[src/rtl/sclgen_pkg.sv]
package sclgen_pkg;

  typedef enum logic [1:0] {
    PH_IDLE = 2'd0,
    PH_LOW  = 2'd1,
    PH_WAIT = 2'd2,
    PH_HIGH = 2'd3
  } phase_e;

  // Internal ticks spent driving SCL low: half of the base plus period term.
  function automatic int unsigned low_ticks(input int unsigned period_field);
    return 10 + 4 * period_field;
  endfunction

  // Internal ticks counted with SCL high: the other half plus compensation.
  function automatic int unsigned high_ticks(input int unsigned period_field,
                                             input int unsigned comp);
    return 10 + 4 * period_field + comp;
  endfunction

endpackage

[src/rtl/sclgen_sync.sv]
module sclgen_sync #(
  parameter int STAGES = 2
) (
  input  logic clk,
  input  logic rst_n,
  input  logic d,
  output logic q
);

  logic [STAGES-1:0] sr;

  generate
    if (STAGES == 1) begin : g_single
      always_ff @(posedge clk or negedge rst_n) begin
        if (!rst_n) sr <= '1;
        else        sr <= d;
      end
    end else begin : g_chain
      always_ff @(posedge clk or negedge rst_n) begin
        if (!rst_n) sr <= '1;
        else        sr <= {sr[STAGES-2:0], d};
      end
    end
  endgenerate

  assign q = sr[STAGES-1];

endmodule

[src/rtl/sclgen_prescaler.sv]
module sclgen_prescaler #(
  parameter int DIV_W = 2
) (
  input  logic             clk,
  input  logic             rst_n,
  input  logic             restart,
  input  logic [DIV_W-1:0] divsel,
  output logic             tick
);

  logic [DIV_W-1:0] cnt_q;

  // One internal tick every divsel+1 peripheral cycles, aligned to restart.
  assign tick = (cnt_q == divsel);

  always_ff @(posedge clk or negedge rst_n) begin
    if (!rst_n)                cnt_q <= '0;
    else if (restart || tick)  cnt_q <= '0;
    else                       cnt_q <= cnt_q + 1'b1;
  end

endmodule

[src/rtl/sclgen_phase_fsm.sv]
module sclgen_phase_fsm
  import sclgen_pkg::*;
#(
  parameter int CNT_W = 9
) (
  input  logic             clk,
  input  logic             rst_n,
  input  logic             enable,
  input  logic             tick,
  input  logic             line_high,
  input  logic [CNT_W-1:0] lo_len,
  input  logic [CNT_W-1:0] hi_len,
  output phase_e           state,
  output logic             enter_low,
  output logic             enter_high,
  output logic             lo_stb,
  output logic             hi_stb
);

  phase_e           st_q, st_d;
  logic [CNT_W-1:0] cnt_q, cnt_d;
  logic [CNT_W-1:0] lo_last, hi_last;

  assign lo_last = lo_len - 1'b1;
  assign hi_last = hi_len - 1'b1;

  always_comb begin
    st_d       = st_q;
    cnt_d      = cnt_q;
    enter_low  = 1'b0;
    enter_high = 1'b0;
    if (!enable) begin
      st_d  = PH_IDLE;
      cnt_d = '0;
    end else begin
      case (st_q)
        PH_IDLE: begin
          st_d      = PH_LOW;
          cnt_d     = '0;
          enter_low = 1'b1;
        end
        PH_LOW: begin
          if (tick) begin
            if (cnt_q == lo_last) begin
              st_d  = PH_WAIT;
              cnt_d = '0;
            end else begin
              cnt_d = cnt_q + 1'b1;
            end
          end
        end
        PH_WAIT: begin
          if (line_high) begin
            st_d       = PH_HIGH;
            cnt_d      = '0;
            enter_high = 1'b1;
          end
        end
        PH_HIGH: begin
          if (tick) begin
            if (cnt_q == hi_last) begin
              st_d      = PH_LOW;
              cnt_d     = '0;
              enter_low = 1'b1;
            end else begin
              cnt_d = cnt_q + 1'b1;
            end
          end
        end
        default: st_d = PH_IDLE;
      endcase
    end
  end

  always_ff @(posedge clk or negedge rst_n) begin
    if (!rst_n) begin
      st_q   <= PH_IDLE;
      cnt_q  <= '0;
      lo_stb <= 1'b0;
      hi_stb <= 1'b0;
    end else begin
      st_q   <= st_d;
      cnt_q  <= cnt_d;
      lo_stb <= enter_low;
      hi_stb <= enter_high;
    end
  end

  assign state = st_q;

endmodule

[src/rtl/scl_clkgen.sv]
module scl_clkgen
  import sclgen_pkg::*;
#(
  parameter int CDF_W       = 2,
  parameter int SCGD_W      = 6,
  parameter int COMP_CYCLES = 3,
  parameter int SYNC_STAGES = 2
) (
  input  logic                    clk,
  input  logic                    rst_n,
  input  logic                    enable,
  input  logic                    cfg_wr,
  input  logic [CDF_W+SCGD_W-1:0] cfg_wdata,
  input  logic                    scl_in,
  output logic                    scl_drive_low,
  output logic                    phase_lo_stb,
  output logic                    phase_hi_stb
);

  localparam int CFG_W   = CDF_W + SCGD_W;
  localparam int MAX_LEN = 10 + 4 * ((1 << SCGD_W) - 1) + COMP_CYCLES;
  localparam int CNT_W   = $clog2(MAX_LEN + 1);

  logic [CFG_W-1:0] pend_q, pend_next, act_q;
  logic [CNT_W-1:0] lo_len, hi_len;
  logic             tick, line_high, enter_low, enter_high;
  phase_e           state;

  // Held-aside word; the live copy is refreshed only when a period opens.
  assign pend_next = cfg_wr ? cfg_wdata : pend_q;

  always_ff @(posedge clk or negedge rst_n) begin
    if (!rst_n) begin
      pend_q <= '0;
      act_q  <= '0;
    end else begin
      pend_q <= pend_next;
      if (enter_low) act_q <= pend_next;
    end
  end

  assign lo_len = CNT_W'(low_ticks(32'(act_q[CFG_W-1:CDF_W])));
  assign hi_len = CNT_W'(high_ticks(32'(act_q[CFG_W-1:CDF_W]), 32'(COMP_CYCLES)));

  sclgen_sync #(.STAGES(SYNC_STAGES)) u_sync (
    .clk   (clk),
    .rst_n (rst_n),
    .d     (scl_in),
    .q     (line_high)
  );

  sclgen_prescaler #(.DIV_W(CDF_W)) u_presc (
    .clk     (clk),
    .rst_n   (rst_n),
    .restart (enter_low | enter_high),
    .divsel  (act_q[CDF_W-1:0]),
    .tick    (tick)
  );

  sclgen_phase_fsm #(.CNT_W(CNT_W)) u_fsm (
    .clk        (clk),
    .rst_n      (rst_n),
    .enable     (enable),
    .tick       (tick),
    .line_high  (line_high),
    .lo_len     (lo_len),
    .hi_len     (hi_len),
    .state      (state),
    .enter_low  (enter_low),
    .enter_high (enter_high),
    .lo_stb     (phase_lo_stb),
    .hi_stb     (phase_hi_stb)
  );

  assign scl_drive_low = (state == PH_LOW);

endmodule

[config.mk]
export PLATFORM = sky130hd
export DESIGN_NAME = scl_clkgen
export DESIGN_NICKNAME = d
export VERILOG_FILES = /design/src/rtl/sclgen_pkg.sv /design/src/rtl/sclgen_sync.sv /design/src/rtl/sclgen_prescaler.sv /design/src/rtl/sclgen_phase_fsm.sv /design/src/rtl/scl_clkgen.sv
export SDC_FILE = /design/constraint.sdc
export NUM_CORES = 1
export LEC_CHECK = 0
export ABC_AREA = 1
export BUFFER_PORTS_ARGS = -buffer_cell sky130_fd_sc_hd__buf_2
export CORE_ASPECT_RATIO = 0.75
export CORE_MARGIN = 2
export CORE_UTILIZATION = 55
export CTS_CLUSTER_DIAMETER = 40
export DETAILED_ROUTE_END_ITERATION = 10
export PLACE_DENSITY_LB_ADDON = 0.12
export SYNTH_ARGS = -nofsm -noshare
export SYNTH_HDL_FRONTEND = slang
export SYNTH_SLANG_ARGS = --single-unit
[constraint.sdc]
create_clock -name clk -period 2.4 [get_ports clk]
set_input_delay 0 -clock clk [delete_from_list [all_inputs] [get_ports clk]]
set_output_delay 0 -clock clk [all_outputs]
set_load 0.02 [all_outputs]
==> results of run 1 <==
## cell families (layout without fill, tap and decap cells)
family          Yosys count  count (layout)  synth area share [%]
flops                    33              33                 40.79
compound gates            5               5                 1.478
fa+ha+maj                10              10                 6.161
mux                       8               8                 4.436
simple gates            159             159                 36.29
buf+inv                  33              66                 6.530
xor+xnor                 10              10                 4.313
## how the worst max path moves through the flow
stage               startpoint               end  slack (ns)  depth (start not counted)
floorplan             act_q[3]  u_presc.cnt_q[1]        0.39                         14
global route          act_q[3]          act_q[1]        0.02                         16
detailed placement    act_q[3]          act_q[2]        0.27                         16
CTS                   act_q[3]  u_presc.cnt_q[1]        0.25                         16
finish                act_q[3]    u_fsm.cnt_q[6]        0.20                         14
global placement      act_q[3]          act_q[4]        0.31                         16
## timing repair
item | 4_1_cts | 5_1_grt
endpoints found under the hold margin | 40 | 0
setup buffers | 0 | 1
hold buffers | 10 | 0
endpoints found under the setup margin | 0 | 2
## cells in the mapped netlist, types with 2 or more instances
| library cell | number | area (µm²) |
|---|---|---|
| dfstp_2 | 2 | 52.55 |
| nand3_1 | 34 | 170.2 |
| nor2_4 | 2 | 22.52 |
| xor2_1 | 7 | 61.31 |
| nand4_1 | 3 | 18.77 |
| nand2_4 | 2 | 22.52 |
| nor3_1 | 4 | 20.02 |
| ha_1 | 10 | 125.1 |
| nand3b_1 | 3 | 22.52 |
| mux2_2 | 8 | 90.09 |
| xnor2_1 | 3 | 26.28 |
| nor2_2 | 2 | 12.51 |
| nand2_2 | 10 | 62.56 |
| inv_1 | 29 | 108.9 |
| nor2_1 | 14 | 52.55 |
| dfrtp_1 | 31 | 775.7 |
| nand2_1 | 82 | 307.8 |
## state kept, by name, summed over array words and instances (netlist names)
| register | flops |
|---|---|
| pend_q | 8 |
| u_sync.sr | 2 |
| u_fsm.hi_stb | 1 |
| u_fsm.cnt_q | 9 |
| u_fsm.state | 2 |
| u_fsm.lo_stb | 1 |
| act_q | 8 |
| u_presc.cnt_q | 2 |
## cells in the final DEF, fill, tap and decap left out
| cell | Yosys | layout |
|---|---|---|
| nor2_2 | 2 | 2 |
| clkbuf_8 | 0 | 6 |
| nand2_2 | 10 | 10 |
| nor3_1 | 4 | 4 |
| mux2_2 | 8 | 8 |
| dlygate4sd3_1 | 0 | 10 |
| clkbuf_1 | 1 | 2 |
| xor2_1 | 7 | 7 |
| nand3_2 | 1 | 1 |
| a31oi_1 | 1 | 1 |
| nand2_4 | 2 | 2 |
| buf_2 | 1 | 15 |
| nor2_4 | 2 | 2 |
| or2_2 | 1 | 1 |
| o21ai_0 | 1 | 1 |
| buf_4 | 0 | 3 |
| nor2_1 | 14 | 14 |
| or2_4 | 1 | 1 |
| o21ai_2 | 1 | 1 |
| ha_1 | 10 | 10 |
| dfrtp_1 | 31 | 31 |
| a21oi_1 | 1 | 1 |
| inv_1 | 29 | 29 |
| nand4_1 | 3 | 3 |
| dfstp_2 | 2 | 2 |
| inv_2 | 1 | 1 |
| o21ai_1 | 1 | 1 |
| nand3b_1 | 3 | 3 |
| xnor2_1 | 3 | 3 |
| nand3_1 | 34 | 34 |
| nand2_1 | 82 | 82 |
## through the flow
stage                     area (µm²)  hold slack [ns]  power, W  cells  util, %
final                           2364          0.01926  0.002311    343    65.84
after CTS                       2356         0.008704  0.002317    342    65.63
after global routing            2364          0.02283  0.002532    343    65.84
after detailed placement        2166           0.1021  0.001872    324    60.33
after global placement          2166          0.09969  0.001860    324    60.33
after floorplan                 2031          -0.2956  0.001643    258        -
## worst max-delay path, stage by stage (launching register included)
cell and delay [ns]:
dfrtp_1 0.39, inv_1 0.13, ha_1 0.27, inv_1 0.10
nand2_1 0.09, nor2_4 0.14, nand2_2 0.07, nor2_1 0.08
nand2_1 0.07, nand3_2 0.09, nor2_4 0.05, buf_4 0.13
o21ai_2 0.31, nand3_1 0.12, nand2_1 0.08
## power by group through the flow
stage	clock, W	sequential (W)	combinational, W
floorplan	0	0.000796	0.000846
global placement	0	0.000818	0.00104
detailed placement	0	0.000822	0.00105
CTS	0.000436	0.000813	0.00107
global route	0.000468	0.000832	0.00123
finish	0.000425	0.000812	0.00107
## per-layer routing
layer | part of all wire, % | wire length [µm]
met1 | 52 | 2107
met2 | 42 | 1727
met3 | 4.8 | 195
met4 | 1.3 | 54
met5 | 0 | 0
## area by class of cell
type,instances,area [µm²],area share (%)
Timing Repair Buffer,28,197.7,8.364
Inverter,30,112.6,4.764
Sequential cell,33,828.3,35.04
Multi-Input combinational cell,192,1070,45.26
Tap cell,52,65.06,2.753
Clock buffer,8,90.09,3.812
==> summary.txt, run 1 <==
GRT
  – Initial antenna violation count: 0
  – Met3 usage in global routing: 7.899%
  – M2 GR Usage: 29.97%
  – Layer with the highest usage: met1
  – First-pass GRT wire length: 7003 µm
  – Largest net degree at the start of global routing: 34
  – GR Util met1: 33.84%
  – Tot GR Track Use: 22.35%
  – GRT overflow: 0
  – Vias in the first global route: 1,553

Route
  – Post-Route WL: 4084 µm
  – Drt pass-1 iters: 5
  – First DRT Iteration DRCs: 72
  – Number of remaining DRC errors: 0
  – Antenna viol nets, final: 0
  – Mean number of vias per cell: 4.892
  – Routed length per instance: 11.91 µm
  – DR vias: 1,678

STA
  – Final setup violation count: 0
  – Slew margin rel.: 52.39%
  – Max Slew Vio Count: 0
  – Fin crit share: 91.65%
  – Final Skew: 0.006982 ns
  – Worst setup margin: 0.2004 ns
  – RSZ-0062 raised after global routing: false
  – Fin. Hold Viols: 0
  – Setup_tns: 0 ns
  – Post-layout min period: 2.200 ns
  – Worst slew pin tran: 0.7141 ns
  – Max Clk Rate: 454.6 MHz

Place
  – DP HPWL: 2931 µm
  – Routability cong.: 0.8845
  – Port Buffers: 15
  – Setup WS pre-CTS: 0.2719 ns

Clock tree
  – CTS tree: built
  – CTS buffer count: 5
  – Clock Sinks: 33
  – Max H-tree Level: 2
  – Clock slew at reported path FFs: 0.07 ns
  – Max Root-Sink Buffers: 2
  – Clk root buf: clkbuf_8
  – Clock latency on the worst-skew pair: 0.28 ns
  – Cts repair resizes: 0

Power and ir drop
  – Power Dens Cells: 977.8 mW/mm²
  – Sw Share: 42.79%
  – Internal Power: 0.001322 W
  – Maximum vdd drop: 0.0005600 V
  – Clk pwr share: 18.4%
  – Psw: 0.0009888 W
  – Gate power share: 46.5%
  – Sequential Power Share: 35.1%
  – Leak pwr: 1.223 nW

Finish
  – Layout cells sized above 1: 18.90%
  – Antenna Cells: 0
  – Filler cells: 314
  – Final #Nets: 313
  – Area delta synth->final: 16.39%

Synth
  – Avg Cell Area, Syn: 7.871 µm²
  – Post-synth EDFFs: 0
  – Yosys cell types: 29
  – Synth Warn #: 0
  – Post-synth top flop: dfrtp_1
  – Synth Instances: 258
  – Sequential share of the synthesized area: 40.79%
  – Syn nets: 281
  – Cell area after synthesis: 0.002031 mm²
  – Synthesized flop and latch total: 33
  – Ys async rst share: 100.0%

Worst hold path
  – Worst Hold Path Cells: 3
  – Hold path start: enable
  – Hold Crit Endpoint: u_fsm.hi_stb
  – Hold Path Class: in2reg

Worst setup path
  – Startpoint types: flip-flop
  – CP required: 2.62 ns
  – Reg2reg setup slack: 0.20 ns
  – Setup CP Type: reg2reg
  – FF-to-FF Start: act_q[3]
  – R2R Path End: u_fsm.cnt_q[6]
  – Worst EP arrival: 2.42 ns
  – Crit end category: flip-flop
  – CP max FO: 9
  – Reg2Reg Depth: 14

Die
  – Core area: 0.003590 mm²
  – Die Ht: 56.62 µm
  – IO Pins: 16
  – Die W: 74.17 µm
  – Die area: 0.004199 mm²
  – Initial Util: 56.57%
  – # rows: 19

Outcome
  – Status: completed

Flow run
  – Max_cap viols: 0
(Power assumes the default switching activity.)
==> run 2: changes to the inputs <==
- CORE_ASPECT_RATIO: 0.75 -> not set
==> run 2 against run 1 <==
Largest cell class unchanged. Via count is 0.95% lower. Cell count is 1.5% lower. Sequential cell count stayed put. Clock power rose by 20%. Worst setup slack improved by 0.081 ns. Fmax is 3.8% higher. First-iteration DRC count shrank 18%. Critical path type unchanged.
==> summary.txt, run 2 (same netlist as run 1, synthesis figures left out) <==
Outcome
  – Status: completed

Route
  – Antenna viol nets, final: 0
  – Drt pass-1 iters: 4
  – Post-Route WL: 3925 µm
  – First DRT Iteration DRCs: 59
  – Routed length per instance: 11.61 µm
  – Number of remaining DRC errors: 0
  – Mean number of vias per cell: 4.917
  – DR vias: 1,662

Place
  – Routability cong.: 0.8898
  – DP HPWL: 2858 µm
  – Port Buffers: 15
  – Post-DP Area: 0.002161 mm²

Clock tree
  – Clock latency on the worst-skew pair: 0.28 ns
  – Max H-tree Level: 2
  – CTS tree: built
  – Max Root-Sink Buffers: 2
  – Clock Sinks: 33
  – Clock slew at reported path FFs: 0.07 ns
  – CTS buffer count: 5
  – Postcts setup bufs: 0
  – Clk root buf: clkbuf_8

Die
  – Die W: 64.77 µm
  – Core area: 0.003606 mm²
  – Die Ht: 64.77 µm
  – # rows: 22
  – IO Pins: 16
  – Die area: 0.004195 mm²
  – Initial Util: 56.32%

Worst hold path
  – Hold Path Class: in2reg

GRT
  – Initial antenna violation count: 0
  – Largest net degree at the start of global routing: 34
  – Vias in the first global route: 1,646
  – First-pass GRT wire length: 7224 µm
  – GRT overflow: 0
  – Tot GR Track Use: 22.31%

Power and ir drop
  – Psw: 0.0009947 W
  – Sequential Power Share: 33.9%
  – Gate power share: 44.8%
  – Power Dens Cells: 1005 mW/mm²
  – Internal Power: 0.001388 W
  – Final Power: 0.002383 W
  – Leak pwr: 1.226 nW
  – Sw Share: 41.75%
  – Maximum vdd drop: 0.0006108 V
  – Clk pwr share: 21.3%

Finish
  – Commonest cells after routing, fill and taps aside: nand2_1 (82), nand3_1 (34), dfrtp_1 (31), inv_1 (29), buf_2 (15)
  – Commonest non-fill, non-tap cell in the layout: nand2_1
  – Layout cells sized above 1: 19.31%
  – Top Registers: u_fsm.cnt_q: 9 flops, act_q: 8 flops, pend_q: 8 flops
  – Top reg by flops: u_fsm.cnt_q
  – Antenna Cells: 0
  – Max reg flops: 9
  – Final #Nets: 312
  – Filler cells: 332
  – Design area: 0.002371 mm²
  – Area delta synth->final: 16.76%

STA
  – Max Clk Rate: 472.0 MHz
  – Fin. Hold Viols: 0
  – Max Slew Vio Count: 0
  – Setup_tns: 0 ns
  – Fin crit share: 88.28%
  – Slew margin rel.: 51.82%
  – Post-layout min period: 2.119 ns
  – Final Skew: 0.008602 ns
  – RSZ-0062 raised after global routing: false
  – Worst slew pin tran: 0.7227 ns
  – Final setup violation count: 0

Worst setup path
  – CP max FO: 10
  – Worst EP arrival: 2.29 ns
  – Crit end category: flip-flop
  – Setup CP Type: reg2reg
  – Startpoint types: flip-flop
  – CP required: 2.57 ns

Flow run
  – Max_cap viols: 0
## run 2: changes by cell type in the layout (fill, tap and decap cells not counted)
| cell | before | now |
|---|---|---|
| buf_4 | 3 | 2 |
| bufinv_16 | 0 | 1 |
| clkbuf_1 | 2 | 1 |
| clkbuf_8 | 6 | 5 |
| clkinv_2 | 0 | 1 |
| ha_1 | 10 | 9 |
| ha_2 | 0 | 1 |
## run 2: worst paths after layout
path	from	to	slack, ns	cells past startpoint
setup / recovery	act_q[4]	u_presc.cnt_q[1]	0.28	13
hold / removal	enable	u_fsm.hi_stb	0.02	3
setup reg to reg	act_q[4]	u_presc.cnt_q[1]	0.28	13
hold reg to reg	u_sync.sr[0]	u_sync.sr[1]	0.36	0
max in group asynchronous	rst_n	act_q[0]	1.63	2
min in group asynchronous	rst_n	u_fsm.lo_stb	0.30	2
## run 2: layer usage
| metal | part of all wire, % | up-vias | routed length [µm] | track usage (%) |
|---|---|---|---|---|
| met4 | 1.7 | 0 | 66 | 8.245 |
| li1 | - | 875 | - | - |
| met1 | 49 | 758 | 1919 | 30.03 |
| met2 | 46 | 21 | 1822 | 35.05 |
| met5 | 0 | - | 0 | 0 |
| met3 | 3.0 | 8 | 116 | 5.208 |
## run 2: per-stage QoR
step	setup WS [ns]	std cells	hold slack, ns	util [%]
4_1_cts	0.2700	338	0.02008	65.68
3_3_place_gp	0.3271	320	0.1008	59.92
6_report	0.2813	338	0.02377	65.75
3_5_place_dp	0.2925	320	0.09994	59.92
5_1_grt	0.04972	338	0.04589	65.75
2_1_floorplan	0.3945	258	-0.2956	-
## run 2: worst max-delay path, stage by stage (launching register included)
cell,delay [ns]
dfrtp_1,0.45
ha_1,0.34
inv_1,0.10
nand2_1,0.09
nor2_4,0.13
nand2_2,0.07
o21ai_1,0.15
nand3_2,0.11
nor2_4,0.12
nand2_2,0.07
nand2_4,0.13
nand2_4,0.11
nand2_2,0.10
nor2_1,0.04
## run 2: layout make-up
cell class | count | area, µm² | share of cell area (%)
timing repair buffer | 27 | 190.2 | 8.021
tap | 48 | 60.06 | 2.533
clock inverter | 2 | 35.03 | 1.478
sequential | 33 | 828.3 | 34.93
multi-input combinational | 192 | 1072 | 45.22
inverter | 30 | 112.6 | 4.749
clock buffer | 6 | 72.57 | 3.061
## run 2: repair_timing
| item | 4_1_cts | 5_1_grt |
|---|---|---|
| hold buffers | 10 | 0 |
| endpoints found under the hold margin | 40 | 0 |
| endpoints found under the setup margin | 0 | 1 |
| resized for setup | 0 | 1 |
## run 2: power by group through the flow
| stage | clock network [W] | registers, W | logic (W) |
|---|---|---|---|
| 3_5_place_dp | 0 | 0.000818 | 0.00105 |
| 4_1_cts | 0.000521 | 0.000806 | 0.00107 |
| 2_1_floorplan | 0 | 0.000796 | 0.000846 |
| 6_report | 0.000508 | 0.000807 | 0.00107 |
| 5_1_grt | 0.000543 | 0.000830 | 0.00125 |
| 3_3_place_gp | 0 | 0.000814 | 0.00104 |
==> run 3: changes to the inputs <==
- BUFFER_PORTS_ARGS: -buffer_cell sky130_fd_sc_hd__buf_2 -> not set
- DONT_BUFFER_PORTS: not set -> 1
==> run 3 against run 2 <==
Cell count shrank 1.5%. Highest routed layer unchanged. Global-route usage grew 1.2 points. Clock power grew 1%. Critical endpoint is now act_q[1]. Final area grew 1.4%.
==> summary.txt, run 3 (same netlist as run 1, synthesis figures left out) <==
Route
  – DR vias: 1,672
  – Antenna viol nets, final: 0
  – Routed length per instance: 12.92 µm
  – Drt pass-1 iters: 4
  – Post-Route WL: 4302 µm
  – Mean number of vias per cell: 5.021
  – First DRT Iteration DRCs: 113
  – Number of remaining DRC errors: 0

Finish
  – Commonest non-fill, non-tap cell in the layout: nand2_1
  – Filler cells: 301
  – Area delta synth->final: 18.36%
  – Top reg by flops: u_fsm.cnt_q
  – Design area: 0.002404 mm²
  – Final #Nets: 307
  – Layout cells sized above 1: 14.39%
  – Finished Layout Cells: 333
  – Antenna Cells: 0
  – Max reg flops: 9
  – Area of the multi-input gates: 0.001070 mm²
  – Top Registers: u_fsm.cnt_q: 9 flops, act_q: 8 flops, pend_q: 8 flops
  – FF+latch area: 828.3 µm²
  – Commonest cells after routing, fill and taps aside: nand2_1 (82), nand3_1 (34), dfrtp_1 (31), inv_1 (29), dlygate4sd3_1 (19)

Die
  – Die area: 0.004195 mm²
  – Initial Util: 56.32%
  – IO Pins: 16
  – Die W: 64.77 µm
  – Die Ht: 64.77 µm
  – Core area: 0.003606 mm²
  – # rows: 22

Place
  – Cell count after placement: 305
  – Port Buffers: 0
  – Routability cong.: 0.8858
  – Post-DP Area: 0.002086 mm²
  – DP HPWL: 2854 µm

Power and ir drop
  – Leak pwr: 1.213 nW
  – Internal Power: 0.001396 W
  – Final Power: 0.002418 W
  – Clk pwr share: 21.3%
  – Sw Share: 42.26%
  – Maximum vdd drop: 0.0006216 V
  – Gate power share: 44.7%
  – Sequential Power Share: 34.0%
  – Psw: 0.001022 W
  – Power Dens Cells: 1006 mW/mm²

Clock tree
  – CTS tree: built
  – Max Root-Sink Buffers: 2
  – CTS buffer count: 5
  – Clk root buf: clkbuf_8
  – Clock latency on the worst-skew pair: 0.29 ns
  – Clock slew at reported path FFs: 0.07 ns
  – Clock Sinks: 33
  – Max H-tree Level: 2

STA
  – Worst slew pin tran: 0.5546 ns
  – Slew margin rel.: 62.89%
  – Max Slew Vio Count: 0
  – Max Clk Rate: 457.6 MHz
  – Worst hold margin: 0.007175 ns
  – Final Skew: 0.008620 ns
  – Setup_tns: 0 ns
  – Final setup violation count: 0
  – Fin crit share: 91.05%
  – RSZ-0062 raised after global routing: false
  – Fin. Hold Viols: 0
  – Post-layout min period: 2.185 ns

GRT
  – GRT overflow: 0
  – Tot GR Track Use: 23.49%
  – Vias in the first global route: 1,576
  – Largest net degree at the start of global routing: 34
  – First-pass GRT wire length: 7452 µm
  – Initial antenna violation count: 0

Flow run
  – Max_cap viols: 0

Worst setup path
  – Worst EP arrival: 2.37 ns
  – CP required: 2.59 ns
  – Crit end category: flip-flop
  – Crit path launch: act_q[3]
  – Setup crit end: act_q[1]
  – Reg2reg setup slack: 0.21 ns
  – FF-to-FF Start: act_q[3]
  – Setup CP Type: reg2reg
  – CP max FO: 10
  – R2R Path End: act_q[1]
  – Startpoint types: flip-flop
  – Reg2Reg Depth: 16

Outcome
  – Status: completed

Worst hold path
  – Hold Path Class: in2reg
  – Hold path start: cfg_wr
[run 3: final cells by class]
cell class	instances	share of cell area (%)
clock buffer	6	3.019
clock inverter	2	1.458
multi-input combinational	192	44.51
inverter	30	4.685
tap	48	2.499
timing repair buffer	22	9.370
sequential	33	34.46
[run 3: repair_timing]
item | 4_1_cts | 5_1_grt
endpoints found under the setup margin | 0 | 0
hold buffers | 20 | 0
setup buffers | 0 | 0
endpoints found under the hold margin | 44 | 0
gates resized for setup | 0 | 0
[run 3: metrics by stage]
step           setup slack [ns]  utilization (%)
2_1_floorplan            0.3945                -
3_3_place_gp             0.2896            57.84
3_5_place_dp             0.2621            57.84
4_1_cts                  0.2494            66.66
5_1_grt                 0.04695            66.66
6_report                 0.2149            66.66
[run 3: worst min-delay path by stage]
stage | to | slack [ns] | depth (start not counted)
2_1_floorplan | act_q[0] | -0.30 | 0
3_3_place_gp | u_fsm.lo_stb | -0.29 | 0
3_5_place_dp | u_fsm.lo_stb | -0.29 | 0
4_1_cts | act_q[3] | 0.01 | 3
5_1_grt | act_q[2] | 0.05 | 3
6_report | act_q[2] | 0.007 | 3
[run 3: metal layers]
metal | up-vias | track usage (%) | share of wire (%)
li1 | 864 | - | -
met1 | 753 | 32.77 | 47
met2 | 47 | 35.57 | 45
met3 | 8 | 3.819 | 5.1
met4 | 0 | 11.44 | 2.2
met5 | - | 0 | 0
[run 3: critical path, stage by stage, from the launching register on]
cell and delay (ns):
dfrtp_1 0.38, buf_4 0.16, ha_1 0.25, inv_1 0.08
nand2_2 0.08, nand2_2 0.12, nand2_1 0.08, nand3_1 0.07
nand2_1 0.05, nor2_1 0.11, nand3_2 0.10, nor2_4 0.14
nand2_2 0.08, nand2_4 0.12, nand2_4 0.11, nand2_1 0.10
nand2_1 0.05
[run 3: power by group through the flow]
stage / Sequential, W / Combinational [W] / Clock, W
after global placement: 0.000828 / 0.000998 / 0
after floorplan: 0.000796 / 0.000846 / 0
after detailed placement: 0.000830 / 0.00102 / 0
after CTS: 0.000821 / 0.00107 / 0.000523
after global routing: 0.000843 / 0.00123 / 0.000541
final: 0.000822 / 0.00108 / 0.000515
